==> src/rtl/serial_rx_pkg.sv <==
package serial_rx_pkg;
  typedef struct packed {
    logic shiftEn;
    logic emit;
  } rxStrobe_t;
endpackage

==> src/rtl/serial_rx_sync.sv <==
module serial_rx_sync #(
  parameter int WIDTH = 4,
  parameter int STAGES = 2,
  parameter logic [WIDTH-1:0] RESET_VAL = '0
) (
  input  logic             clk,
  input  logic             rstN,
  input  logic [WIDTH-1:0] asyncIn,
  output logic [WIDTH-1:0] syncOut
);
  logic [STAGES-1:0][WIDTH-1:0] chain;

  always_ff @(posedge clk or negedge rstN) begin
    if (!rstN) chain[0] <= RESET_VAL;
    else       chain[0] <= asyncIn;
  end

  generate
    for (genvar s = 1; s < STAGES; s++) begin : g_stage
      always_ff @(posedge clk or negedge rstN) begin
        if (!rstN) chain[s] <= RESET_VAL;
        else       chain[s] <= chain[s-1];
      end
    end
  endgenerate

  assign syncOut = chain[STAGES-1];
endmodule

==> src/rtl/serial_rx_ctrl.sv <==
module serial_rx_ctrl
  import serial_rx_pkg::*;
#(
  parameter int WORD_W = 8
) (
  input  logic      clk,
  input  logic      rstN,
  input  logic      selSync,
  input  logic      clkSync,
  output rxStrobe_t strb
);
  localparam int CNT_W = (WORD_W > 2) ? $clog2(WORD_W) : 1;
  localparam logic [CNT_W-1:0] LAST_BIT = CNT_W'(WORD_W - 1);

  logic             clkPrev;
  logic [CNT_W-1:0] bitCnt;
  logic             clkRise;

  always_comb begin
    clkRise      = clkSync & ~clkPrev;
    strb.shiftEn = clkRise & ~selSync;
    strb.emit    = strb.shiftEn && (bitCnt == LAST_BIT);
  end

  always_ff @(posedge clk or negedge rstN) begin
    if (!rstN) clkPrev <= 1'b0;
    else       clkPrev <= clkSync;
  end

  // Count is held at zero while the link is deselected: this both
  // discards a partial word and restarts alignment at the next window.
  always_ff @(posedge clk or negedge rstN) begin
    if (!rstN)             bitCnt <= '0;
    else if (selSync)      bitCnt <= '0;
    else if (strb.shiftEn) bitCnt <= strb.emit ? '0 : bitCnt + 1'b1;
  end


  cnt_zero_at_open_chk: assert property (@(posedge clk) disable iff (!rstN)
    $fell(selSync) |-> bitCnt == '0);


  emit_single_chk: assert property (@(posedge clk) disable iff (!rstN)
    strb.emit |=> !strb.emit);


  no_shift_deselected_chk: assert property (@(posedge clk) disable iff (!rstN)
    $past(selSync) && selSync |-> bitCnt == '0);
endmodule

==> src/rtl/serial_rx_dp.sv <==
module serial_rx_dp
  import serial_rx_pkg::*;
#(
  parameter int WORD_W = 8
) (
  input  logic              clk,
  input  logic              rstN,
  input  rxStrobe_t         strb,
  input  logic              datSync,
  input  logic              kindSync,
  output logic [WORD_W-1:0] wordOut,
  output logic              wordIsCmd,
  output logic              wordValid
);
  logic [WORD_W-2:0] shiftReg;
  logic [WORD_W-1:0] nextWord;

  assign nextWord = {shiftReg, datSync};

  always_ff @(posedge clk or negedge rstN) begin
    if (!rstN)             shiftReg <= '0;
    else if (strb.shiftEn) shiftReg <= nextWord[WORD_W-2:0];
  end

  always_ff @(posedge clk or negedge rstN) begin
    if (!rstN) begin
      wordOut   <= '0;
      wordIsCmd <= 1'b0;
      wordValid <= 1'b0;
    end else begin
      wordValid <= strb.emit;
      if (strb.emit) begin
        wordOut   <= nextWord;
        wordIsCmd <= kindSync;
      end
    end
  end


  last_bit_lsb_chk: assert property (@(posedge clk) disable iff (!rstN)
    wordValid |-> wordOut[0] == $past(datSync));


  kind_at_last_chk: assert property (@(posedge clk) disable iff (!rstN)
    wordValid |-> wordIsCmd == $past(kindSync));


  valid_pulse_chk: assert property (@(posedge clk) disable iff (!rstN)
    wordValid |=> !wordValid);


  hold_word_chk: assert property (@(posedge clk) disable iff (!rstN)
    !wordValid |-> $stable(wordOut) && $stable(wordIsCmd));
endmodule

==> src/rtl/byte_link_rx.sv <==
module byte_link_rx
  import serial_rx_pkg::*;
#(
  parameter int WORD_W = 8,
  parameter int SYNC_STAGES = 2
) (
  input  logic              clk,
  input  logic              rstN,
  input  logic              selN,
  input  logic              serClk,
  input  logic              serDat,
  input  logic              kindSel,
  output logic [WORD_W-1:0] rxByte,
  output logic              rxIsCmd,
  output logic              rxValid
);
  logic [3:0] rawIn;
  logic [3:0] syncd;
  rxStrobe_t  strb;

  assign rawIn = {selN, serClk, serDat, kindSel};

  serial_rx_sync #(
    .WIDTH(4),
    .STAGES(SYNC_STAGES),
    .RESET_VAL(4'b1000)
  ) u_sync (
    .clk(clk),
    .rstN(rstN),
    .asyncIn(rawIn),
    .syncOut(syncd)
  );

  serial_rx_ctrl #(.WORD_W(WORD_W)) u_ctrl (
    .clk(clk),
    .rstN(rstN),
    .selSync(syncd[3]),
    .clkSync(syncd[2]),
    .strb(strb)
  );

  serial_rx_dp #(.WORD_W(WORD_W)) u_dp (
    .clk(clk),
    .rstN(rstN),
    .strb(strb),
    .datSync(syncd[1]),
    .kindSync(syncd[0]),
    .wordOut(rxByte),
    .wordIsCmd(rxIsCmd),
    .wordValid(rxValid)
  );
endmodule

==> config.mk <==
export PLATFORM = sky130hd
export DESIGN_NAME = byte_link_rx
export DESIGN_NICKNAME = d
export VERILOG_FILES = /design/src/rtl/serial_rx_pkg.sv /design/src/rtl/serial_rx_sync.sv /design/src/rtl/serial_rx_ctrl.sv /design/src/rtl/serial_rx_dp.sv /design/src/rtl/byte_link_rx.sv
export SDC_FILE = /design/constraint.sdc
export NUM_CORES = 1
export LEC_CHECK = 0
export BUFFER_PORTS_ARGS = -buffer_cell sky130_fd_sc_hd__buf_2
export CAP_MARGIN = 20
export CORE_UTILIZATION = 45
export DETAILED_ROUTE_END_ITERATION = 12
export GPL_ROUTABILITY_DRIVEN = 1
export GPL_TIMING_DRIVEN = 0
export PLACE_DENSITY_LB_ADDON = 0.25
export SYNTH_ARGS = -nofsm -noshare
export SYNTH_HDL_FRONTEND = slang
export SYNTH_SLANG_ARGS = --single-unit
export TNS_END_PERCENT = 50
==> constraint.sdc <==
create_clock -name clk -period 4.45 [get_ports clk]
set_clock_uncertainty 0.05 [all_clocks]
set_input_delay 1.1125 -clock clk [delete_from_list [all_inputs] [get_ports clk]]
set_output_delay 1.1125 -clock clk [all_outputs]
set_load 0.01 [all_outputs]
# ---- Yosys cells after proc, flatten, opt, wreduce, memory -nomap -nowiden
# Cells that the tools add are included.
dict set report classes {
  add_sub_neg 1
  eq_ne 1
  mux 3
  bitwise_logic 4
  n_reduce_logical 2
}
# operator n
set op_table {}
lappend op_table {{3-bit 2-to-1 mux} 3}
lappend op_table {{3-bit by 1-bit adder with 3-bit output (second input constant)} 1}
lappend op_table {{3-bit == test (second input constant)} 1}
lappend op_table {{1-bit AND} 2}
lappend op_table {{1-bit NOT} 2}
lappend op_table {{2-bit nonzero test} 1}
lappend op_table {{1-bit logical AND} 1}
dict set report word_totals {
  regBits 29
  input_bits 6
  out_inout_bits 10
  elab_cells 19
}

# ---- Depth between registers and ports, before layout
dict set report depth {
  word_depth 7
  depth_mapped 5
  ltp_nobuf 5
}

# ---- Hierarchy
# From an unflattened synthesis, not the netlist that was laid out.
dict set report unflattened {
  hier_cells 65
  hier_area_um2 1117.3
}
# mod n_inst cells_each area_each_um2 seq_area_each_um2
set by_module_without_submodules {}
lappend by_module_without_submodules {serial_rx_dp 1 35 688.2 425.4}
lappend by_module_without_submodules {serial_rx_sync 1 12 232.7 202.7}
lappend by_module_without_submodules {serial_rx_ctrl 1 18 196.4 100.1}

# ---- Worst setup path before layout
# OpenSTA, ideal clock, no wires.
dict set report synth_timing {
  kind {reg-to-output}
  startpoint {register u_dp.wordOut[0]}
  endpoint {output port rxByte[0]}
  t_arrival_ns 0.384
  required_ns 3.288
  path_slack_ns 2.903
  stages_incl_launch_ff 1
  path_buffers 0
  path_cell_list {dfrtp_1}
}
# element line
set synth_lines {}
lappend synth_lines {{from (decl)} serial_rx_dp.sv:11} ;# output logic [WORD_W-1:0] wordOut,
lappend synth_lines {{from (signal assigned)} serial_rx_dp.sv:33} ;# wordOut <= nextWord;
lappend synth_lines {{to (decl)} byte_link_rx.sv:13} ;# output logic [WORD_W-1:0] rxByte,
# No word-level cell between the ends.

# ---- Worst setup path after layout
dict set report layout_timing {
  startpoint {register u_dp.wordIsCmd}
  endpoint {output port rxIsCmd}
}
# element line
set layout_lines {}
lappend layout_lines {{from (decl)} serial_rx_dp.sv:12} ;# output logic wordIsCmd,
lappend layout_lines {{from (signal assigned)} serial_rx_dp.sv:34} ;# wordIsCmd <= kindSync;
lappend layout_lines {{to (decl)} byte_link_rx.sv:14} ;# output logic rxIsCmd,
# No word-level cell between the ends.

==> metrics.csv <==
metric,value,unit
io_buffers,15,
endpoint_kind,output port,
netlist_area,0.001075,mm²
cts_sinks,29,
ys_ff_latch,29,
grt_antenna_before_repair,0,
dp_hpwl,899.8,µm
hold_depth,0,
syn-num-nets,69,
crit_chain,buf_2,
vias,547,
use_met3,5.357,%
grt.busiest_layer,met2,
firstDrtPassIters,3,
period_needed,2.009,ns
min_path_type,reg2reg,
area_delta_synth_final,14.78,%
cts_tree,yes,
slew_violations,0,
status,"finished, final reports clean",
core-area,0.002233,mm²
synth_seq_area_share,67.75,%
gp_congestion,0.7121,
timing.final.crit_share,45.14,%
cts_resized,0,
grt.total_usage,13.87,%
ys_top_cells_by_area,"dfrtp_1 63%, mux2_4 13%, mux2_2 7.3%",
clock_path_buffers,2,
yosysTopAreaCell,dfrtp_1,
slew_headroom,58.95,%
use_met2,18.89,%
start_util,48.12,%
clk_pin_slew,0.08,ns
critPathKind,reg2out,
grt_util_met1,17.43,%
wl_per_cell,12.54,µm
min_from,u_sync.chain[0]$_DFF_PN0_,
rsz0062_at_grt,false,
cp.arrival,0.85,ns
grt_max_degree,30,
setup_tns,0,ns
whs_endpoint,u_sync.syncOut[0]$_DFF_PN0_,
cpLargestDelayFamily,flip-flops,
cp.required,3.29,ns
maxCapViolations,0,
root_buffer,clkbuf_4,
grt_pass1_wl,2401,µm
cp_slowest_stage_delay,0.39,ns
drtAntennaViolNets,0,
cp.buffers_inverters,1,
die_h,50.87,µm
finalSetupViolCount,0,
fmax,497.8,MHz
netlist_instances,61,
drtIter0Drc,3,
avgViaCountPerCell,4.884,
worstMarginPinSlew,0.6158,ns
grt_pass1_vias,528,
cp_slowest_cell,dfrtp_1,
dp_cells,104,
drive_gt1_share,51.19,%
avgSynthCellArea,17.62,µm²
hold_viol,0,
p_leak,0.6199,nW
numCtsBuffers,5,
die_area,0.002588,mm²
cts_htree_levels,2,
globalRouteOverflowTotal,0,
layout_common_cells,"27 x dfrtp_1, 15 x buf_2, 9 x mux2_4",
reg2reg_to,u_dp.wordOut[0]$_DFFE_PN0P_,
stdcell_count,112,
netlist.area_leader.share,62.86,%
path_max_fanout,2,
dieWidth,50.87,µm
reg2reg_depth,5,
ys_warn_count,0,
r2r-start,u_ctrl.bitCnt[0]$_DFFE_PN0P_,
route.detailed.drc,0,
postCtsSetupBuffers,0,
io_pins,16,
synth_cell_types,14,
hold_buffers,0,
final_common_cell,dfrtp_1,
r2r_slack,2.83,ns
rows,17,
powerDensity,403.4,mW/mm²
fill_cells,203,
wl,1405,µm
clkLatencyLatePin,0.31,ns
start_kind,register,
nNetsFinal,91,
peakVddDrop,232.6,µV
antenna_cells,0,
## how the worst max path moves through the flow
stage,startpoint,endpoint,slack [ns],cells after the start
finish,u_dp.wordIsCmd$_DFFE_PN0P_,rxIsCmd,2.44,1
global route,u_dp.wordIsCmd$_DFFE_PN0P_,rxIsCmd,2.38,1
CTS,u_dp.wordIsCmd$_DFFE_PN0P_,rxIsCmd,2.42,1
detailed placement,u_dp.wordOut[2]$_DFFE_PN0P_,rxByte[2],2.78,1
global placement,u_dp.wordOut[1]$_DFFE_PN0P_,rxByte[1],2.78,1
floorplan,u_dp.wordOut[0]$_DFFE_PN0P_,rxByte[0],2.90,0
## report_power, final
group | total (mW) | switching (mW) | internal (mW)
logic | 0.0392 | 0.0140 | 0.0252
clock network | 0.143 | 0.0801 | 0.0628
registers | 0.315 | 0.0205 | 0.295
total | 0.498 | 0.115 | 0.383
## cell usage after synthesis
library cell,count
buf_6,2
nand2b_4,1
nor2_2,1
nand2_1,2
mux2i_1,1
nor2_1,2
or3b_1,2
a21oi_1,2
ha_1,2
dfstp_2,2
dfrtp_1,27
mux2_2,7
mux2_4,9
nor3b_2,1
## cells by family after synthesis
family          after synthesis  share of synthesized area [%]
compound gates                2                         0.9314
fa+ha+maj                     2                          2.328
buf+inv                       2                          2.095
flops                        29                          67.75
mux                          17                          20.84
simple gates                  9                          6.054
## layout make-up
class                           count  area, µm²  area share, %
Tap cell                           28      35.03          2.840
Buffer                              2      22.52          1.826
Multi-Input combinational cell     30      324.1          26.27
Sequential cell                    29      728.2          59.03
Timing Repair Buffer               15      75.07          6.085
Clock buffer                        8      48.80          3.955
## flip-flops by register name, indices dropped and copies added, names as in the netlist
| signal | flops |
|---|---|
| u_dp.wordOut | 8 |
| u_dp.wordIsCmd | 1 |
| u_ctrl.bitCnt | 3 |
| u_sync.chain | 4 |
| u_dp.wordValid | 1 |
| u_dp.shiftReg | 7 |
| u_ctrl.clkPrev | 1 |
| u_sync.syncOut | 4 |
## through the flow
step	setup WS, ns	total power [mW]	utilization, %	instance area [µm²]	hold WS, ns
floorplan	2.903	0.3442	-	1075	0.2812
global placement	2.783	0.3573	53.05	1185	0.2823
detailed placement	2.783	0.3608	53.05	1185	0.2864
CTS	2.417	0.5045	55.24	1234	0.3039
global route	2.382	0.5267	55.24	1234	0.3097
finish	2.441	0.4976	55.24	1234	0.3004
## metal layers
metal | routed length [µm] | up-vias
met5 | 0 | -
li1 | - | 256
met2 | 612 | 14
met4 | 42 | 0
met3 | 73 | 7
met1 | 677 | 270
(Power assumes the default switching activity.)
